===== src/rtl/clkout_pkg.sv =====
package clkout_pkg;
  localparam int M_CODE_W = 2;
  localparam int N_W      = 5;
  localparam int N_MIN    = 2;
  localparam int N_MAX    = 17;
  localparam int SEL_W    = 2;
  localparam int NUM_SRC  = 4;       // three external clocks plus the PLL clock
  localparam int SRC_PLL  = 3;       // index of the PLL clock in the source vector
  localparam int M_MAX    = 1 << ((1 << M_CODE_W) - 1);
  localparam int CNT_W    = $clog2(M_MAX * N_MAX + 2);

  typedef enum logic [SEL_W-1:0] {
    SEL_BCLK = 2'b00,
    SEL_MCLK = 2'b01,
    SEL_GPIO = 2'b10,
    SEL_RSVD = 2'b11
  } ext_sel_e;

  typedef struct packed {
    logic                ext_mode;
    ext_sel_e            sel;
    logic [M_CODE_W-1:0] m_code;
    logic [N_W-1:0]      n_val;
  } clk_cfg_t;

  localparam clk_cfg_t CFG_RESET = '{ext_mode: 1'b0, sel: SEL_BCLK,
                                     m_code: '0, n_val: N_W'(N_MIN)};

  // Half-periods per output period: N * 2^m_code
  function automatic logic [CNT_W-1:0] mn_total(input clk_cfg_t c);
    return CNT_W'(c.n_val) << c.m_code;
  endfunction

  // A setting is usable when it names a running clock
  function automatic logic src_ok(input clk_cfg_t c, input logic pll_on);
    return c.ext_mode ? (c.sel != SEL_RSVD) : pll_on;
  endfunction
endpackage


===== src/rtl/clkout_edge_sync.sv =====
module clkout_edge_sync #(
  parameter int NUM_SRC = 4,
  parameter int STAGES  = 2
) (
  input  logic               clk,
  input  logic               rst_n,
  input  logic [NUM_SRC-1:0] src_i,
  output logic [NUM_SRC-1:0] edge_o
);
  localparam int DEPTH = STAGES + 1;

  generate
    for (genvar g = 0; g < NUM_SRC; g++) begin : g_src
      logic [DEPTH-1:0] shreg;
      always_ff @(posedge clk or negedge rst_n) begin
        if (!rst_n) shreg <= '0;
        else        shreg <= {shreg[DEPTH-2:0], src_i[g]};
      end
      // Either edge of the synchronized source
      assign edge_o[g] = shreg[DEPTH-1] ^ shreg[DEPTH-2];
    end
  endgenerate
endmodule


===== src/rtl/clkout_src_mux.sv =====
module clkout_src_mux
  import clkout_pkg::*;
(
  input  logic [NUM_SRC-1:0] edges_i,
  input  clk_cfg_t           act_i,
  input  logic               pll_en,
  output logic               src_edge,
  output logic               src_valid
);
  always_comb begin
    src_valid = src_ok(act_i, pll_en);
    if (!src_valid)         src_edge = 1'b0;
    else if (act_i.ext_mode) src_edge = edges_i[act_i.sel];
    else                    src_edge = edges_i[SRC_PLL];
  end
endmodule


===== src/rtl/clkout_cfg_reg.sv =====
module clkout_cfg_reg
  import clkout_pkg::*;
(
  input  logic     clk,
  input  logic     rst_n,
  input  logic     cfg_valid,
  input  clk_cfg_t cfg_in,
  output logic     cfg_ready,
  input  logic     boundary,
  input  logic     src_valid,
  output clk_cfg_t act_o,
  output clk_cfg_t eff_o
);
  clk_cfg_t pend_q, cfg_clamped;
  logic     pending_q, accept, apply;

  always_comb begin
    cfg_clamped = cfg_in;
    if (cfg_in.n_val < N_W'(N_MIN))      cfg_clamped.n_val = N_W'(N_MIN);
    else if (cfg_in.n_val > N_W'(N_MAX)) cfg_clamped.n_val = N_W'(N_MAX);
  end

  assign cfg_ready = !pending_q;
  assign accept    = cfg_valid && !pending_q;
  assign apply     = pending_q && (boundary || !src_valid);
  assign eff_o     = apply ? pend_q : act_o;

  always_ff @(posedge clk or negedge rst_n) begin
    if (!rst_n) begin
      pending_q <= 1'b0;
      pend_q    <= CFG_RESET;
      act_o     <= CFG_RESET;
    end else if (accept) begin
      pend_q    <= cfg_clamped;
      pending_q <= 1'b1;
    end else if (apply) begin
      act_o     <= pend_q;
      pending_q <= 1'b0;
    end
  end
endmodule


===== src/rtl/clkout_div_core.sv =====
module clkout_div_core #(
  parameter int CNT_W = 8
) (
  input  logic             clk,
  input  logic             rst_n,
  input  logic             src_edge,
  input  logic             src_valid,
  input  logic [CNT_W-1:0] total,
  input  logic             next_valid,
  output logic             boundary,
  output logic [CNT_W-1:0] cnt_o,
  output logic             clk_out
);
  logic             running_q;
  logic [CNT_W:0]   high_wide;
  logic [CNT_W-1:0] high_len, cnt_nxt;

  assign high_wide = ({1'b0, total} + 1'b1) >> 1;
  assign high_len  = high_wide[CNT_W-1:0];
  assign cnt_nxt   = cnt_o + 1'b1;
  assign boundary  = src_valid && src_edge &&
                     (!running_q || (cnt_o == total - 1'b1));

  always_ff @(posedge clk or negedge rst_n) begin
    if (!rst_n) begin
      running_q <= 1'b0;
      cnt_o     <= '0;
      clk_out   <= 1'b0;
    end else if (!src_valid) begin
      running_q <= 1'b0;
      cnt_o     <= '0;
      clk_out   <= 1'b0;
    end else if (boundary) begin
      running_q <= next_valid;
      cnt_o     <= '0;
      clk_out   <= next_valid;
    end else if (src_edge) begin
      cnt_o     <= cnt_nxt;
      clk_out   <= cnt_nxt < high_len;
    end
  end
endmodule


===== src/rtl/clkout_divider.sv =====
module clkout_divider
  import clkout_pkg::*;
#(
  parameter int SYNC_STAGES = 2
) (
  input  logic                clk,
  input  logic                rst_n,
  input  logic                pll_clk_in,
  input  logic                bclk_in,
  input  logic                mclk_in,
  input  logic                gpio_clk_in,
  input  logic                pll_en,
  input  logic                cfg_valid,
  output logic                cfg_ready,
  input  logic                cfg_ext_mode,
  input  logic [SEL_W-1:0]    cfg_ext_sel,
  input  logic [M_CODE_W-1:0] cfg_m_code,
  input  logic [N_W-1:0]      cfg_n,
  output logic                clk_out
);
  logic [NUM_SRC-1:0] src_vec, edges;
  clk_cfg_t           cfg_word, act_cfg, eff_cfg;
  logic               src_edge, src_valid, boundary, eff_valid;
  logic [CNT_W-1:0]   act_total, div_cnt;

  assign src_vec   = {pll_clk_in, gpio_clk_in, mclk_in, bclk_in};
  assign cfg_word  = '{ext_mode: cfg_ext_mode, sel: ext_sel_e'(cfg_ext_sel),
                       m_code: cfg_m_code, n_val: cfg_n};
  assign act_total = mn_total(act_cfg);
  assign eff_valid = src_ok(eff_cfg, pll_en);

  clkout_edge_sync #(.NUM_SRC(NUM_SRC), .STAGES(SYNC_STAGES)) u_sync (
    .clk(clk), .rst_n(rst_n), .src_i(src_vec), .edge_o(edges));

  clkout_src_mux u_mux (
    .edges_i(edges), .act_i(act_cfg), .pll_en(pll_en),
    .src_edge(src_edge), .src_valid(src_valid));

  clkout_cfg_reg u_cfg (
    .clk(clk), .rst_n(rst_n), .cfg_valid(cfg_valid), .cfg_in(cfg_word),
    .cfg_ready(cfg_ready), .boundary(boundary), .src_valid(src_valid),
    .act_o(act_cfg), .eff_o(eff_cfg));

  clkout_div_core #(.CNT_W(CNT_W)) u_core (
    .clk(clk), .rst_n(rst_n), .src_edge(src_edge), .src_valid(src_valid),
    .total(act_total), .next_valid(eff_valid), .boundary(boundary),
    .cnt_o(div_cnt), .clk_out(clk_out));
endmodule


===== config.mk =====
export PLATFORM = sky130hd
export DESIGN_NAME = clkout_divider
export DESIGN_NICKNAME = d
export VERILOG_FILES = /design/src/rtl/clkout_pkg.sv /design/src/rtl/clkout_edge_sync.sv /design/src/rtl/clkout_src_mux.sv /design/src/rtl/clkout_cfg_reg.sv /design/src/rtl/clkout_div_core.sv /design/src/rtl/clkout_divider.sv
export SDC_FILE = /design/constraint.sdc
export NUM_CORES = 1
export LEC_CHECK = 0
export CORE_MARGIN = 8
export CORE_UTILIZATION = 35
export CTS_BUF_LIST = sky130_fd_sc_hd__clkbuf_2
export CTS_CLUSTER_SIZE = 25
export DETAILED_ROUTE_END_ITERATION = 10
export DONT_BUFFER_PORTS = 1
export PLACE_DENSITY = 0.59
export SLEW_MARGIN = 5
export SYNTH_ARGS = -nofsm -noshare
export SYNTH_HDL_FRONTEND = slang
export SYNTH_SLANG_ARGS = --single-unit

===== constraint.sdc =====
create_clock -name clk -period 6.7 [get_ports clk]
set_clock_uncertainty 0.1 [all_clocks]
set_input_delay 0.67 -clock clk [delete_from_list [all_inputs] [get_ports clk]]
set_output_delay 0.67 -clock clk [all_outputs]
set_load 0.02 [all_outputs]

After elaboration in Yosys (flattened, before gate mapping):

Cells that the tools add are included.

* mux-type cells: 19
* shift operators: 1
* add/subtract/negate cells: 3
* reduce and logical (&&, ||, !) cells: 11
* equal/unequal tests: 5
* $lt $le $gt $ge: 4
* bitwise gates (word level): 5

Operators by type and width (number)
* 8-bit 2-to-1 mux: 3
* 1-bit 2-to-1 mux: 12
* 10-bit 2-to-1 mux: 1
* 5-bit 2-to-1 mux: 2
* 8-bit by 1-bit adder with 9-bit output, second input constant: 1
* 8-bit by 1-bit adder with 8-bit output, second input constant: 1
* 8-bit == test: 1
* 8-bit < comparator: 1
* 5-bit by 2-bit left shift with 8-bit output: 1
* 8-bit by 1-bit subtractor with 8-bit output, second input constant: 1
* 2-bit inequality test, second input constant: 3
* 5-bit > comparator, second input constant: 1
* 5-bit by 2-bit < comparator with 1-bit output, second input constant: 1
* 1-bit logical AND: 4
* 1-bit XOR: 4
* 1-bit zero test: 3
* 2-bit by 3-bit < comparator with 1-bit output, second input constant: 1
* 3-bit by 2-bit inequality test with 1-bit output, second input constant: 1
* 1-bit binary-select mux with 2-bit select: 1
* 1-bit logical OR: 2
* 2-bit AND reduction: 1
* 2-bit nonzero test: 1
* 1-bit NOT: 1

* register bits: 43
* word-level logic and storage cells: 64
* output and inout bits: 2
* input bits: 18

Logic depth before layout (Yosys ltp):

* depth after elaboration: 14
* mapped depth: 16
* mapped depth without buffers: 14

By module:

A second synthesis with hierarchy kept.

* cell total of the unflattened synthesis: 242
* area, all modules: 2681.3 µm²

Modules (own cells, without submodules)
* clkout_div_core: cells an instance 131, area each 1096.1 µm², sequential area each 250.2 µm², instances 1
* clkout_cfg_reg: cells an instance 69, area each 1043.5 µm², sequential area each 528.0 µm², instances 1
* clkout_edge_sync: cells an instance 16, area each 335.3 µm², sequential area each 300.3 µm², instances 1
* clkout_divider: cells an instance 19, area each 150.1 µm², sequential area each 0.0 µm², instances 1
* clkout_src_mux: cells an instance 7, area each 56.3 µm², sequential area each 0.0 µm², instances 1

Worst setup path after synthesis:

No wires, ideal clock.

* path type: reg-to-reg
* start point: register u_cfg.act_o[6] in the netlist's numbering
* end point: register u_cfg.act_o[0] in the netlist's numbering
* cell stages (with the launch flop): 14
* path buffers: 3
* path slack: 3.480 ns
* required time: 6.475 ns
* data arrival time: 2.995 ns
* period minus slack after synthesis: 3.220 ns
* library setup time: 0.125 ns
* cells stage by stage: dfrtp_1 clkbuf_1 clkbuf_1 nor2_1 nand2_1 ha_1 o211ai_1 or2_2 a21o_1 a21oi_1 o211ai_4 a311o_1 buf_6 mux2_4

* longest elaborated chain between the ends: 8

RTL lines
* from (decl): line clkout_cfg_reg.sv:11 `output clk_cfg_t act_o,`
* from (signal assigned): line clkout_cfg_reg.sv:37 `act_o <= pend_q;`
* 5-bit by 2-bit left shift with 8-bit output: line clkout_pkg.sv:31 `return CNT_W'(c.n_val) << c.m_code;`
* 8-bit by 1-bit subtractor with 8-bit output: line clkout_div_core.sv:22 `(!running_q || (cnt_o == total - 1'b1));`
* 8-bit == test: line clkout_div_core.sv:22
* 1-bit logical OR: line clkout_div_core.sv:22
* 1-bit logical AND: line clkout_div_core.sv:21 `assign boundary = src_valid && src_edge &&`
* 1-bit logical OR: line clkout_cfg_reg.sv:25 `assign apply = pending_q && (boundary || !src_valid);`
* 1-bit logical AND: line clkout_cfg_reg.sv:25
* 2-bit AND reduction (no line)

Every way passes these cells.
A chain may end at the register's enable or synchronous reset.

Worst setup path after layout:

* start point: register u_cfg.act_o[5] in the netlist's numbering
* end point: register u_cfg.act_o[7] in the netlist's numbering

* longest elaborated chain between the ends: 8

RTL lines (line)
* 5-bit by 2-bit left shift with 8-bit output: clkout_pkg.sv:31
* 8-bit by 1-bit subtractor with 8-bit output: clkout_div_core.sv:22
* 8-bit == test: clkout_div_core.sv:22
* 1-bit logical OR: clkout_div_core.sv:22
* 1-bit logical AND: clkout_div_core.sv:21
* 1-bit logical OR: clkout_cfg_reg.sv:25
* 1-bit logical AND: clkout_cfg_reg.sv:25
* 10-bit 2-to-1 mux

Every way passes these cells.

==> results.json <==
{
  "status": "complete, no violations",
  "diodes": 0,
  "synth_cell_types": 53,
  "drv_slew": 0,
  "p_int_uw": 710,
  "clk_pin_slew_worst_paths_ps": 220,
  "cp_max_fo": 16,
  "grt_max_degree": 44,
  "hold-path-endpoint": "u_sync.g_src[3].shreg[0]$_DFF_PN0_",
  "mostFrequentLayoutCell": "dfrtp_1",
  "synth-compound-area-share_pct": 13.3,
  "maxClockFrequency_mhz": 274,
  "synth_top_area_share_pct": 40.0,
  "whs_path_depth": 0,
  "totalWireLength_um": 4780,
  "grt_pass1_vias": 1654,
  "grt_overflow": 0,
  "power.switching_uw": 551,
  "yosysSeqAreaShare_pct": 42.0,
  "syn_inst": 234,
  "r2r_cells": 8,
  "async_reset_ff_share_pct": 100,
  "synth_area_leaders": "dfrtp_1 40%, mux2_4 5.3%, ha_1 4.9%",
  "required_ps": 6920,
  "die_h_um": 102,
  "ios": 20,
  "avgSynthCellArea_um2": 11.0,
  "tightest_slew_ps": 699,
  "hp-start": "pll_clk_in",
  "area_growth_pct": 5.70,
  "cts-root-buf": "clkbuf_2",
  "fin_crit_ps": 3650,
  "syn_area_um2": 2570,
  "cp_data_arrival_time_ps": 3870,
  "synthAdderAreaFrac_pct": 5.26,
  "grt_first_pass_wirelength_um": 8250,
  "cts-buffers-inserted": 5,
  "power_leakage_uw": 0.00117,
  "final_cell_mix": "41 x dfrtp_1, 16 x nand2_1, 14 x nor2_1, 14 x xnor2_1",
  "synth_seq_cells": 43,
  "row_count": 31,
  "dp_hpwl_um": 3560,
  "ctsResizeCount": 0,
  "timing.rr.start": "u_cfg.act_o[5]$_DFFE_PN0P_",
  "grt_setup_unrepaired": "no",
  "rrSetupSlack_ps": 3050,
  "synth_top_family_by_area": "multiplexers",
  "hold_viol": 0,
  "ant_nets": 0,
  "critPathKind": "register to register",
  "ys.flop_type": "dfrtp_1",
  "synthesis.nets": 262,
  "drtPass1Iterations": 6,
  "reg2reg_to": "u_cfg.act_o[7]$_DFFE_PN0N_",
  "synth-edff-count": 0,
  "setup_tns_ps": 0,
  "ctsHtreeMaxLevel": 2,
  "clock_path_buffers": 2,
  "cap_violations": 0,
  "num-nets-final": 260,
  "num_vias": 1715,
  "routed_via_density": 5.17,
  "gp_routability_congestion": 0.839,
  "drtIter0Drc": 40,
  "grtUsageTotal_pct": 10.3,
  "die_width_um": 102,
  "ys_warn_count": 0,
  "worstSkewPairLatency_ps": 410,
  "peakVddDrop_mv": 0.273,
  "yosys.area_share.simple_pct": 13.0,
  "min_path_type": "input port to register",
  "setup_viol": 0,
  "endpoint_kind": "register",
  "die_area_um2": 10300,
  "holdWs_ps": 165,
  "critPathLaunchType": "register",
  "powerDensity_nw_per_um2": 465,
  "combPwrFrac_pct": 55.8,
  "slew_headroom_pct": 53.2,
  "clock_sinks": 43,
  "switching_share_pct": 43.7,
  "grt_antenna_before_repair": 0,
  "synth_top_area_cell": "dfrtp_1",
  "initial_core_util_pct": 35.8,
  "cts_tree": "done",
  "clock_power_share_pct": 9.0,
  "period_share_pct": 54.5,
  "port_buffers": 0,
  "drcViolationCount": 0,
  "power_frac_seq_pct": 35.2,
  "wl_per_cell_um": 14.4,
  "synth.area.mux_share_pct": 14.3,
  "synth_xor_area_share_pct": 8.43,
  "core_area_um2": 7180,
  "drive_gt1_share_pct": 16.3
}
==> registers in the layout (all words and copies together) (netlist names) <==
register,count
u_sync.g_src.shreg,12
u_cfg.act_o,10
u_cfg.pend_q,10
u_core.cnt_o,8
u_cfg.pending_q,1
u_core.clk_out,1
u_core.running_q,1
==> kinds of logic after synthesis <==
kind of cell,Yosys count
and+or+nand+nor,61
AOI/OAI and AO/OA,48
adders and majority gates,11
DFF,43
buffers and inverters,19
xor gates and xnor gates,23
other,1
muxes,28
==> final cells by class <==
cell class | instances | area [µm²]
Inverter | 8 | 30.0
Clock inverter | 3 | 20.0
Multi-Input combinational cell | 172 | 1400
Clock buffer | 5 | 25.0
Timing Repair Buffer | 2 | 37.5
Fill cell | 712 | 4460
Sequential cell | 43 | 1080
Tap cell | 99 | 124
==> worst max path at each step <==
stage                                from                         end  slack [ps]  depth (start not counted)
2_1_floorplan  u_cfg.act_o[6]$_DFFE_PN0P_  u_cfg.act_o[0]$_DFFE_PN0P_        3480                         13
3_3_place_gp   u_cfg.act_o[5]$_DFFE_PN0P_  u_cfg.act_o[0]$_DFFE_PN0P_        3150                          8
3_5_place_dp   u_cfg.act_o[5]$_DFFE_PN0P_  u_cfg.act_o[7]$_DFFE_PN0N_        3090                          8
4_1_cts        u_cfg.act_o[5]$_DFFE_PN0P_  u_cfg.act_o[7]$_DFFE_PN0N_        3060                          8
5_1_grt        u_cfg.act_o[5]$_DFFE_PN0P_  u_cfg.act_o[5]$_DFFE_PN0P_        2850                          8
6_report       u_cfg.act_o[5]$_DFFE_PN0P_  u_cfg.act_o[7]$_DFFE_PN0N_        3050                          8
==> power by group through the flow <==
stage / Combinational (µW) / Sequential (µW) / Clock (µW)
5_1_grt: 775 / 461 / 129
4_1_cts: 708 / 446 / 121
2_1_floorplan: 657 / 387 / 0
3_3_place_gp: 691 / 448 / 0
6_report: 703 / 444 / 113
3_5_place_dp: 694 / 452 / 0
==> cell usage after synthesis (all sizes together), types with 2 or more instances <==
cell type	instances
or2	3
a21o	3
mux4	2
and3	3
ha	10
dfstp	2
buf	5
clkbuf	6
mux2	20
inv	8
nand3	4
a21boi	2
o21ai	11
xnor2	14
mux2i	6
a21oi	8
o21a	2
a31oi	2
dfrtp	41
a22o	7
nand4	3
nand2b	6
nor3	5
nand2	16
xor2	8
o211ai	5
nor2	14
==> per-stage QoR <==
step                      total power (µW)  instances  worst slack [ps]  util (%)  cell area (µm²)
final                                 1260        332              3050      37.8             2710
after global routing                  1370        332              2850      37.8             2710
after CTS                             1280        332              3060      37.8             2710
after detailed placement              1150        322              3090      36.7             2630
after global placement                1140        322              3150      36.7             2630
after floorplan                       1040        234              3480         -             2570
==> worst max-delay path: stages (launching register included) <==
cell and delay (ps):
dfrtp_1 750, mux4_1 680, or2_1 250, nor3_1 280, a21oi_1 160, nor3_4 240
o211ai_4 140, a311o_1 590, mux2_4 370
==> per-layer routing <==
layer	part of all wire [%]	routed length (µm)	vias up	global-route usage [%]
li1	-	-	836	-
met1	48	2280	832	13.7
met2	45	2170	39	15.2
met3	5.5	261	8	3.51
met4	1.5	73	0	3.21
met5	0	0	-	0
==> what timing repair did <==
item                                   in CTS  in global routing
endpoints found under the hold margin      43                  0
buffers inserted                            0                  0
setup endpoints to repair                   0                  0
hold buffers                                2                  0
(Power assumes the default switching activity.)
